[src/rtl/tdm_fs_pkg.sv]
package tdm_fs_pkg;

   localparam int BIT_W = 5;

   typedef struct packed {
      logic early;
      logic long_sync;
      logic slave;
      logic enable;
   } tdm_ctrl_t;

   typedef enum logic [1:0] {
      ADDR_CTRL = 2'd0,
      ADDR_DIV  = 2'd1,
      ADDR_FMT  = 2'd2,
      ADDR_NONE = 2'd3
   } tdm_addr_e;

   function automatic logic [5:0] slot_bits(input logic [1:0] code);
      case (code)
         2'd0:    slot_bits = 6'd8;
         2'd1:    slot_bits = 6'd16;
         default: slot_bits = 6'd32;
      endcase
   endfunction

   function automatic logic [2:0] slot_shift(input logic [1:0] code);
      case (code)
         2'd0:    slot_shift = 3'd3;
         2'd1:    slot_shift = 3'd4;
         default: slot_shift = 3'd5;
      endcase
   endfunction

endpackage

[src/rtl/tdm_fs_regs.sv]
module tdm_fs_regs
   import tdm_fs_pkg::*;
#(
   parameter int DATA_W  = 16,
   parameter int DIV_W   = 12,
   parameter int CNT_W   = 3,
   parameter int DIV_RST = 63,
   parameter int LEN_RST = 1,
   parameter int CNT_RST = 1
) (
   input  logic              clk_i,
   input  logic              rst_ni,
   input  logic              wr_en_i,
   input  logic [1:0]        wr_addr_i,
   input  logic [DATA_W-1:0] wr_data_i,
   output tdm_ctrl_t         ctrl_o,
   output logic [DIV_W-1:0]  div_o,
   output logic [1:0]        len_code_o,
   output logic [CNT_W-1:0]  cnt_code_o
);

   tdm_ctrl_t        ctrl_q;
   logic [DIV_W-1:0] div_q;
   logic [1:0]       len_q;
   logic [CNT_W-1:0] cnt_q;

   always_ff @(posedge clk_i or negedge rst_ni) begin
      if (!rst_ni) begin
         ctrl_q <= '0;
         div_q  <= DIV_W'(DIV_RST);
         len_q  <= 2'(LEN_RST);
         cnt_q  <= CNT_W'(CNT_RST);
      end else if (wr_en_i) begin
         case (tdm_addr_e'(wr_addr_i))
            ADDR_CTRL: ctrl_q <= '{early:     wr_data_i[3],
                                   long_sync: wr_data_i[2],
                                   slave:     wr_data_i[1],
                                   enable:    wr_data_i[0]};
            ADDR_DIV:  div_q  <= wr_data_i[DIV_W-1:0];
            ADDR_FMT: begin
               len_q <= wr_data_i[1:0];
               cnt_q <= wr_data_i[2 +: CNT_W];
            end
            default: ;
         endcase
      end
   end

   assign ctrl_o     = ctrl_q;
   assign div_o      = div_q;
   assign len_code_o = len_q;
   assign cnt_code_o = cnt_q;


   reserved_write_chk: assert property (@(posedge clk_i) disable iff (!rst_ni)
      (wr_en_i && wr_addr_i == ADDR_NONE) |=>
         ($stable(ctrl_q) && $stable(div_q) && $stable(len_q) && $stable(cnt_q)));

endmodule

[src/rtl/tdm_fs_counter.sv]
module tdm_fs_counter #(
   parameter int DIV_W    = 12,
   parameter int SLAVE_EN = 1
) (
   input  logic             clk_i,
   input  logic             rst_ni,
   input  logic             en_i,
   input  logic             slave_i,
   input  logic             late_short_i,
   input  logic [DIV_W-1:0] div_i,
   input  logic             fsync_i,
   output logic [DIV_W-1:0] pos_o
);

   logic [DIV_W-1:0] pos_q, pos_cur, pos_nxt;
   logic             rise, realign_now, realign_next;

   generate
      if (SLAVE_EN != 0) begin : g_slave
         logic fs_q;
         always_ff @(posedge clk_i or negedge rst_ni) begin
            if (!rst_ni) fs_q <= 1'b0;
            else         fs_q <= fsync_i;
         end
         assign rise = slave_i && fsync_i && !fs_q;
      end else begin : g_master_only
         logic unused_in;
         assign unused_in = fsync_i ^ slave_i;
         assign rise      = 1'b0;
      end
   endgenerate

   assign realign_now  = rise && !late_short_i;
   assign realign_next = rise && late_short_i;
   assign pos_cur      = realign_now ? '0 : pos_q;

   always_comb begin
      if (!en_i)                  pos_nxt = '0;
      else if (realign_next)      pos_nxt = '0;
      else if (pos_cur >= div_i)  pos_nxt = '0;
      else                        pos_nxt = pos_cur + DIV_W'(1);
   end

   always_ff @(posedge clk_i or negedge rst_ni) begin
      if (!rst_ni) pos_q <= '0;
      else         pos_q <= pos_nxt;
   end

   assign pos_o = pos_cur;


   hold_zero_chk: assert property (@(posedge clk_i) disable iff (!rst_ni)
      !en_i |=> (pos_q == '0));


   late_realign_chk: assert property (@(posedge clk_i) disable iff (!rst_ni)
      (en_i && realign_next) |=> (pos_q == '0));

endmodule

[src/rtl/tdm_fs_decode.sv]
module tdm_fs_decode
   import tdm_fs_pkg::*;
#(
   parameter int DIV_W = 12,
   parameter int CNT_W = 3
) (
   input  logic             clk_i,
   input  logic             rst_ni,
   input  logic             en_i,
   input  logic             slave_i,
   input  logic             long_i,
   input  logic             early_i,
   input  logic [DIV_W-1:0] pos_i,
   input  logic [DIV_W-1:0] div_i,
   input  logic [1:0]       len_code_i,
   input  logic [CNT_W-1:0] cnt_code_i,
   output logic             fsync_o,
   output logic             frame_start_o,
   output logic             slot_valid_o,
   output logic [CNT_W-1:0] slot_idx_o,
   output logic [BIT_W-1:0] bit_idx_o,
   output logic             cfg_bad_o
);

   localparam int SPAN_W = 6 + CNT_W + 1;
   localparam int CMP_W  = (DIV_W + 1 > SPAN_W) ? DIV_W + 1 : SPAN_W;

   logic [5:0]        slen;
   logic [CNT_W:0]    nslot;
   logic [SPAN_W-1:0] span;
   logic [DIV_W:0]    flen;
   logic [DIV_W-1:0]  shifted;
   logic              in_span, fs_raw;

   assign slen    = slot_bits(len_code_i);
   assign nslot   = {1'b0, cnt_code_i} + (CNT_W+1)'(1);
   assign span    = SPAN_W'(slen) * SPAN_W'(nslot);
   assign flen    = {1'b0, div_i} + (DIV_W+1)'(1);
   assign shifted = pos_i >> slot_shift(len_code_i);
   assign in_span = CMP_W'(pos_i) < CMP_W'(span);

   always_comb begin
      if (long_i)       fs_raw = CMP_W'(pos_i) < CMP_W'(slen);
      else if (early_i) fs_raw = (pos_i == '0);
      else              fs_raw = (pos_i >= div_i);
   end

   assign fsync_o       = en_i && !slave_i && fs_raw;
   assign frame_start_o = en_i && (pos_i == '0);
   assign slot_valid_o  = en_i && in_span;
   assign slot_idx_o    = slot_valid_o ? shifted[CNT_W-1:0] : '0;
   assign bit_idx_o     = slot_valid_o ? (pos_i[BIT_W-1:0] & BIT_W'(slen - 6'd1)) : '0;

   assign cfg_bad_o = (CMP_W'(flen) < CMP_W'(span))
                   || (long_i && nslot == (CNT_W+1)'(1) && CMP_W'(flen) <= CMP_W'(slen))
                   || (nslot != (CNT_W+1)'(1) && nslot[0])
                   || (len_code_i == 2'd3);


   start_in_slot_chk: assert property (@(posedge clk_i) disable iff (!rst_ni)
      frame_start_o |-> slot_valid_o);


   slot_range_chk: assert property (@(posedge clk_i) disable iff (!rst_ni)
      slot_valid_o |-> ({1'b0, slot_idx_o} < nslot));

endmodule

[src/rtl/tdm_fsync_gen.sv]
module tdm_fsync_gen
   import tdm_fs_pkg::*;
#(
   parameter int DATA_W    = 16,
   parameter int DIV_W     = 12,
   parameter int MAX_SLOTS = 8,
   parameter int DIV_RST   = 63,
   parameter int SLAVE_EN  = 1
) (
   input  logic                          clk_i,
   input  logic                          rst_ni,
   input  logic                          wr_en_i,
   input  logic [1:0]                    wr_addr_i,
   input  logic [DATA_W-1:0]             wr_data_i,
   input  logic                          fsync_i,
   output logic                          fsync_o,
   output logic                          frame_start_o,
   output logic                          slot_valid_o,
   output logic [$clog2(MAX_SLOTS)-1:0]  slot_idx_o,
   output logic [BIT_W-1:0]              bit_idx_o,
   output logic                          cfg_bad_o
);

   localparam int CNT_W = $clog2(MAX_SLOTS);

   generate
      if (DIV_W < 9 || DIV_W > DATA_W) begin : g_bad_div_w
         $error("DIV_W must lie between 9 and DATA_W");
      end
      if (MAX_SLOTS < 2 || MAX_SLOTS > 16 || (MAX_SLOTS & (MAX_SLOTS - 1)) != 0) begin : g_bad_slots
         $error("MAX_SLOTS must be a power of two from 2 to 16");
      end
      if (DATA_W < 2 + CNT_W) begin : g_bad_data_w
         $error("DATA_W too narrow for the slot format field");
      end
   endgenerate

   tdm_ctrl_t        ctrl;
   logic [DIV_W-1:0] div, pos;
   logic [1:0]       len_code;
   logic [CNT_W-1:0] cnt_code;
   logic             late_short;

   tdm_fs_regs #(
      .DATA_W (DATA_W),
      .DIV_W  (DIV_W),
      .CNT_W  (CNT_W),
      .DIV_RST(DIV_RST)
   ) u_regs (
      .clk_i      (clk_i),
      .rst_ni     (rst_ni),
      .wr_en_i    (wr_en_i),
      .wr_addr_i  (wr_addr_i),
      .wr_data_i  (wr_data_i),
      .ctrl_o     (ctrl),
      .div_o      (div),
      .len_code_o (len_code),
      .cnt_code_o (cnt_code)
   );

   assign late_short = !ctrl.long_sync && !ctrl.early;

   tdm_fs_counter #(
      .DIV_W   (DIV_W),
      .SLAVE_EN(SLAVE_EN)
   ) u_counter (
      .clk_i        (clk_i),
      .rst_ni       (rst_ni),
      .en_i         (ctrl.enable),
      .slave_i      (ctrl.slave),
      .late_short_i (late_short),
      .div_i        (div),
      .fsync_i      (fsync_i),
      .pos_o        (pos)
   );

   tdm_fs_decode #(
      .DIV_W(DIV_W),
      .CNT_W(CNT_W)
   ) u_decode (
      .clk_i         (clk_i),
      .rst_ni        (rst_ni),
      .en_i          (ctrl.enable),
      .slave_i       (ctrl.slave),
      .long_i        (ctrl.long_sync),
      .early_i       (ctrl.early),
      .pos_i         (pos),
      .div_i         (div),
      .len_code_i    (len_code),
      .cnt_code_i    (cnt_code),
      .fsync_o       (fsync_o),
      .frame_start_o (frame_start_o),
      .slot_valid_o  (slot_valid_o),
      .slot_idx_o    (slot_idx_o),
      .bit_idx_o     (bit_idx_o),
      .cfg_bad_o     (cfg_bad_o)
   );

   logic master_late;
   assign master_late = ctrl.enable && !ctrl.slave && late_short;


   slave_quiet_chk: assert property (@(posedge clk_i) disable iff (!rst_ni)
      ctrl.slave |-> !fsync_o);


   short_width_chk: assert property (@(posedge clk_i) disable iff (!rst_ni)
      (fsync_o && !ctrl.long_sync && div != '0 && !wr_en_i) |=> !fsync_o);


   late_lead_chk: assert property (@(posedge clk_i) disable iff (!rst_ni)
      (frame_start_o && master_late && $past(master_late) && $past(!wr_en_i))
         |-> $past(fsync_o));


   early_align_chk: assert property (@(posedge clk_i) disable iff (!rst_ni)
      (fsync_o && !ctrl.long_sync && ctrl.early) |-> frame_start_o);


   long_first_slot_chk: assert property (@(posedge clk_i) disable iff (!rst_ni)
      (fsync_o && ctrl.long_sync) |-> (slot_valid_o && slot_idx_o == '0));

endmodule

[config.mk]
export PLATFORM = sky130hd
export DESIGN_NAME = tdm_fsync_gen
export DESIGN_NICKNAME = d
export VERILOG_FILES = /design/src/rtl/tdm_fs_pkg.sv /design/src/rtl/tdm_fs_regs.sv /design/src/rtl/tdm_fs_counter.sv /design/src/rtl/tdm_fs_decode.sv /design/src/rtl/tdm_fsync_gen.sv
export SDC_FILE = /design/constraint.sdc
export NUM_CORES = 1
export LEC_CHECK = 0
export ABC_CLOCK_PERIOD_IN_PS = 5500
export BUFFER_PORTS_ARGS = -buffer_cell sky130_fd_sc_hd__buf_2
export CAP_MARGIN = 0
export CORE_ASPECT_RATIO = 2
export CORE_MARGIN = 4
export CORE_UTILIZATION = 59
export CTS_BUF_LIST = sky130_fd_sc_hd__clkbuf_16
export DETAILED_ROUTE_END_ITERATION = 7
export GPL_TIMING_DRIVEN = 0
export PLACE_DENSITY_LB_ADDON = 0.15
export SLEW_MARGIN = 25
export SYNTH_ARGS = -nofsm -noshare
export SYNTH_HDL_FRONTEND = slang
export SYNTH_SLANG_ARGS = --single-unit
[constraint.sdc]
create_clock -name clk_i -period 5.5 [get_ports clk_i]
set_clock_uncertainty 0.05 [all_clocks]
set_input_delay 0.275 -clock clk_i [delete_from_list [all_inputs] [get_ports clk_i]]
set_output_delay 0.275 -clock clk_i [all_outputs]
set_load 0.05 [all_outputs]
==> metrics <==
outcome finished, final reports clean; final worst path period need approximately 5.2 ns; commonest non-fill, non-tap cell in the layout ha_1; DP HPWL around 5800 microns; Syn Inst Count 321; Sw Pwr ~0.00046 W; max_cap viols 0; Die Wd about 60 microns; CTS Root Cell clkbuf_16; R2R depth 11; row count 36; Die Y ~110 microns; Final nets 426; crit-path max cell delay roughly 0.5 ns; TritonCTS buffer count 5; H-tree depth 2; vias in the first global route 2541; Reg area around 860 sq um; multi-input logic area approximately 0.0020 sq mm; clock tree buffer depth 2; Distinct cells, synth 55; final wirelength between 7000 and 8000 microns; initial DRC count ~110; reg-to-reg endpoint u_counter.pos_q[11]; Worst setup EP type primary output; Leak between 1.5 and 2 nW; CP max stage cell dfrtp_1; synthesis warning total 0; Clock Latency Late Sink between 0.2 and 0.3 ns; first-pass GRT wire length roughly 12000 microns; Finish-stage setup viols 0; most frequent cells in the layout 45 x ha_1, 32 x buf_2, 28 x inv_1, 26 x nor2_1, 26 x dfrtp_1; Synth Register Bits 34; r2r startpoint u_regs.ctrl_o[3]; CP cell instances inv_1, clkbuf_2, nand2_1, nor2_1, fa_1, ha_1, ha_1, a21o_1, a21oi_1, xor2_1, ha_1, a21o_1, a221oi_4, nor4bb_2, buf_2; sequential cell area fraction in the yosys report between 20% and 30%; Reg2Reg Setup Slack around 2.5 ns; drt first pass iters 4; Initial Utilization about three fifths; RSZ-0062 raised after global routing false; largest net degree at the start of global routing 35; Avg WL per Cell 17.3 microns; worst slew pin tran between 0.7 and 0.8 ns; gpl congestion 0.910; DRC viols 0; setup_tns 0 ns; ys async rst share between 90% and 100%; sequential power share around a third; Hold Violations, Final 0; combinational share of power between 40% and 50%; Area Overhead vs Synth 12.1%; Core Footprint about 0.0049 sq mm; worst hold-check path type in2async; antenna violations before repair 0; Mapped Area roughly 0.003 sq mm; Pint approximately 0.00065 W; crit path launch u_regs.len_code_o[1]; Crit Path Class reg2out; peak supply drop about 0.31 mV; CP required slightly above 5 ns; Post-synth EDFFs 0; io pins 34; die area between 0.006 and 0.007 sq mm; Antenna diodes 0; vias per cell approximately 6.0; Final Slew Violations 0; Slew headroom around half; sw frac around 42%; DRT antenna net count 0; CTS tree built; # fillers approximately 430; syn_nets 390; achievable clock frequency 0.191 GHz; IO Port Bufs 29; layout cells sized above 1 22.3%; most used cell, CP ha_1; grt ovf 0; overall track demand over capacity in global routing ~25%; worst-path maximum fanout 11; Pwr Total around 0.0011 W; Clock power frac between 20% and 30%; top_reg_cell synth dfrtp_1; routed via count about 2500; Clk pin slew, worst setup/hold paths roughly 0.050 ns; Synth Area per Inst between 9 and 10 sq um; clock sink count 34; Worst setup SP type flop; PwrDens 331 mW/mm^2; final period utilization between 90 and 100%; Arr. time, crit path roughly 4.9 ns
kinds of logic (layout without fill, tap and decap cells):
group	Yosys count	count (layout)	share of synthesized area, %
flip-flops	34	34	28.7
AND/OR/NAND/NOR	107	107	19.1
AO/OA/AOI/OAI	51	51	12.3
adder cells (fa/ha/maj)	47	47	20.1
buffers and inverters	38	75	5.13
multiplexers	23	23	8.55
XOR/XNOR	21	21	6.13
worst max-delay path, delay by kind of cell, from the launching register on:
family / cells / cell delay [ns]
buffers and inverters: 3 / 0.71
AOI/OAI and AO/OA: 4 / 0.97
adders and majority gates: 4 / 1.38
DFF: 1 / 0.51
xor gates and xnor gates: 1 / 0.31
and+or+nand+nor: 3 / 0.73
synth_stat cells (3+ instances only):
library cell   n  share of area [%]
nand2_1       19                2.4
a21oi_1       13                2.2
a211oi_1       4                1.0
dfrtp_1       26                 22
o2111ai_1      4                1.2
inv_1         28                3.5
a21o_1         5                1.3
nand4_1        5                1.0
ha_1          45                 19
dfstp_2        8                7.0
nor4_1         3               0.63
clkbuf_1       5               0.63
and2_1        10                2.1
xnor2_1       14                4.1
nor3_1        13                2.2
nand3_1        9                1.5
o21ai_0        8                1.3
nor2b_1        4               0.83
mux2_2        21                7.9
buf_2          3               0.50
nor2_1        26                3.3
xor2_1         7                2.0
power by group through the flow:
stage	sequential, W	combinational (W)	clock (W)
5_1_grt	0.000354	0.000555	0.000282
6_report	0.000350	0.000492	0.000270
4_1_cts	0.000343	0.000501	0.000272
2_1_floorplan	0.000327	0.000382	0
3_3_place_gp	0.000345	0.000478	0
3_5_place_dp	0.000347	0.000497	0
stage by stage:
step                      hold slack (ns)  cell area [sq um]  cells  worst slack (ns)  util (%)
final                             0.00724               3360    415             0.274      68.5
after global routing               0.0557               3360    415           0.00674      68.5
after CTS                          0.0269               3360    415            0.0155      68.4
after detailed placement            0.326               3220    407             0.209      65.5
after global placement              0.318               3220    407             0.219      65.5
after floorplan                   -0.0706               3000    321             0.182         -
metal layers:
layer | global-route usage (%) | up-vias | share of wire (%)
met2 | 44.3 | 51 | 55
met1 | 25.4 | 1181 | 37
li1 | - | 1208 | -
met4 | 17.4 | 0 | 5.6
met3 | 3.32 | 30 | 2.7
met5 | 0 | - | 0
state kept, by name, indices dropped and copies added, names as in the netlist:
register	count
u_regs.ctrl_o	4
u_regs.div_o	12
u_regs.len_code_o	2
u_counter.g_slave.fs_q	1
u_regs.cnt_code_o	3
u_counter.pos_q	12
area by class of cell:
cell class / instances / share of cell area (%)
multi-input combinational: 249 / 59.0
sequential: 34 / 25.6
timing repair buffer: 30 / 4.54
clock buffer: 5 / 3.72
inverter: 28 / 3.13
tap: 57 / 2.12
buffer: 9 / 1.38
clock inverter: 3 / 0.484
worst max-delay path by stage:
stage | endpoint | slack, ns | cells after the start
final | bit_idx_o[3] | 0.27 | 15
after global routing | bit_idx_o[1] | 0.007 | 17
after CTS | bit_idx_o[3] | 0.02 | 14
after detailed placement | bit_idx_o[3] | 0.21 | 15
after global placement | bit_idx_o[3] | 0.22 | 15
after floorplan | cfg_bad_o | 0.18 | 14
repair_timing:
item / 4_1_cts / 5_1_grt
setup buffers: 0 / 1
gates cloned: 0 / 0
gates resized for setup: 1 / 0
endpoints found under the setup margin: 4 / 9
hold buffers: 0 / 0
pin swaps: 0 / 1
(Power assumes the default switching activity.)
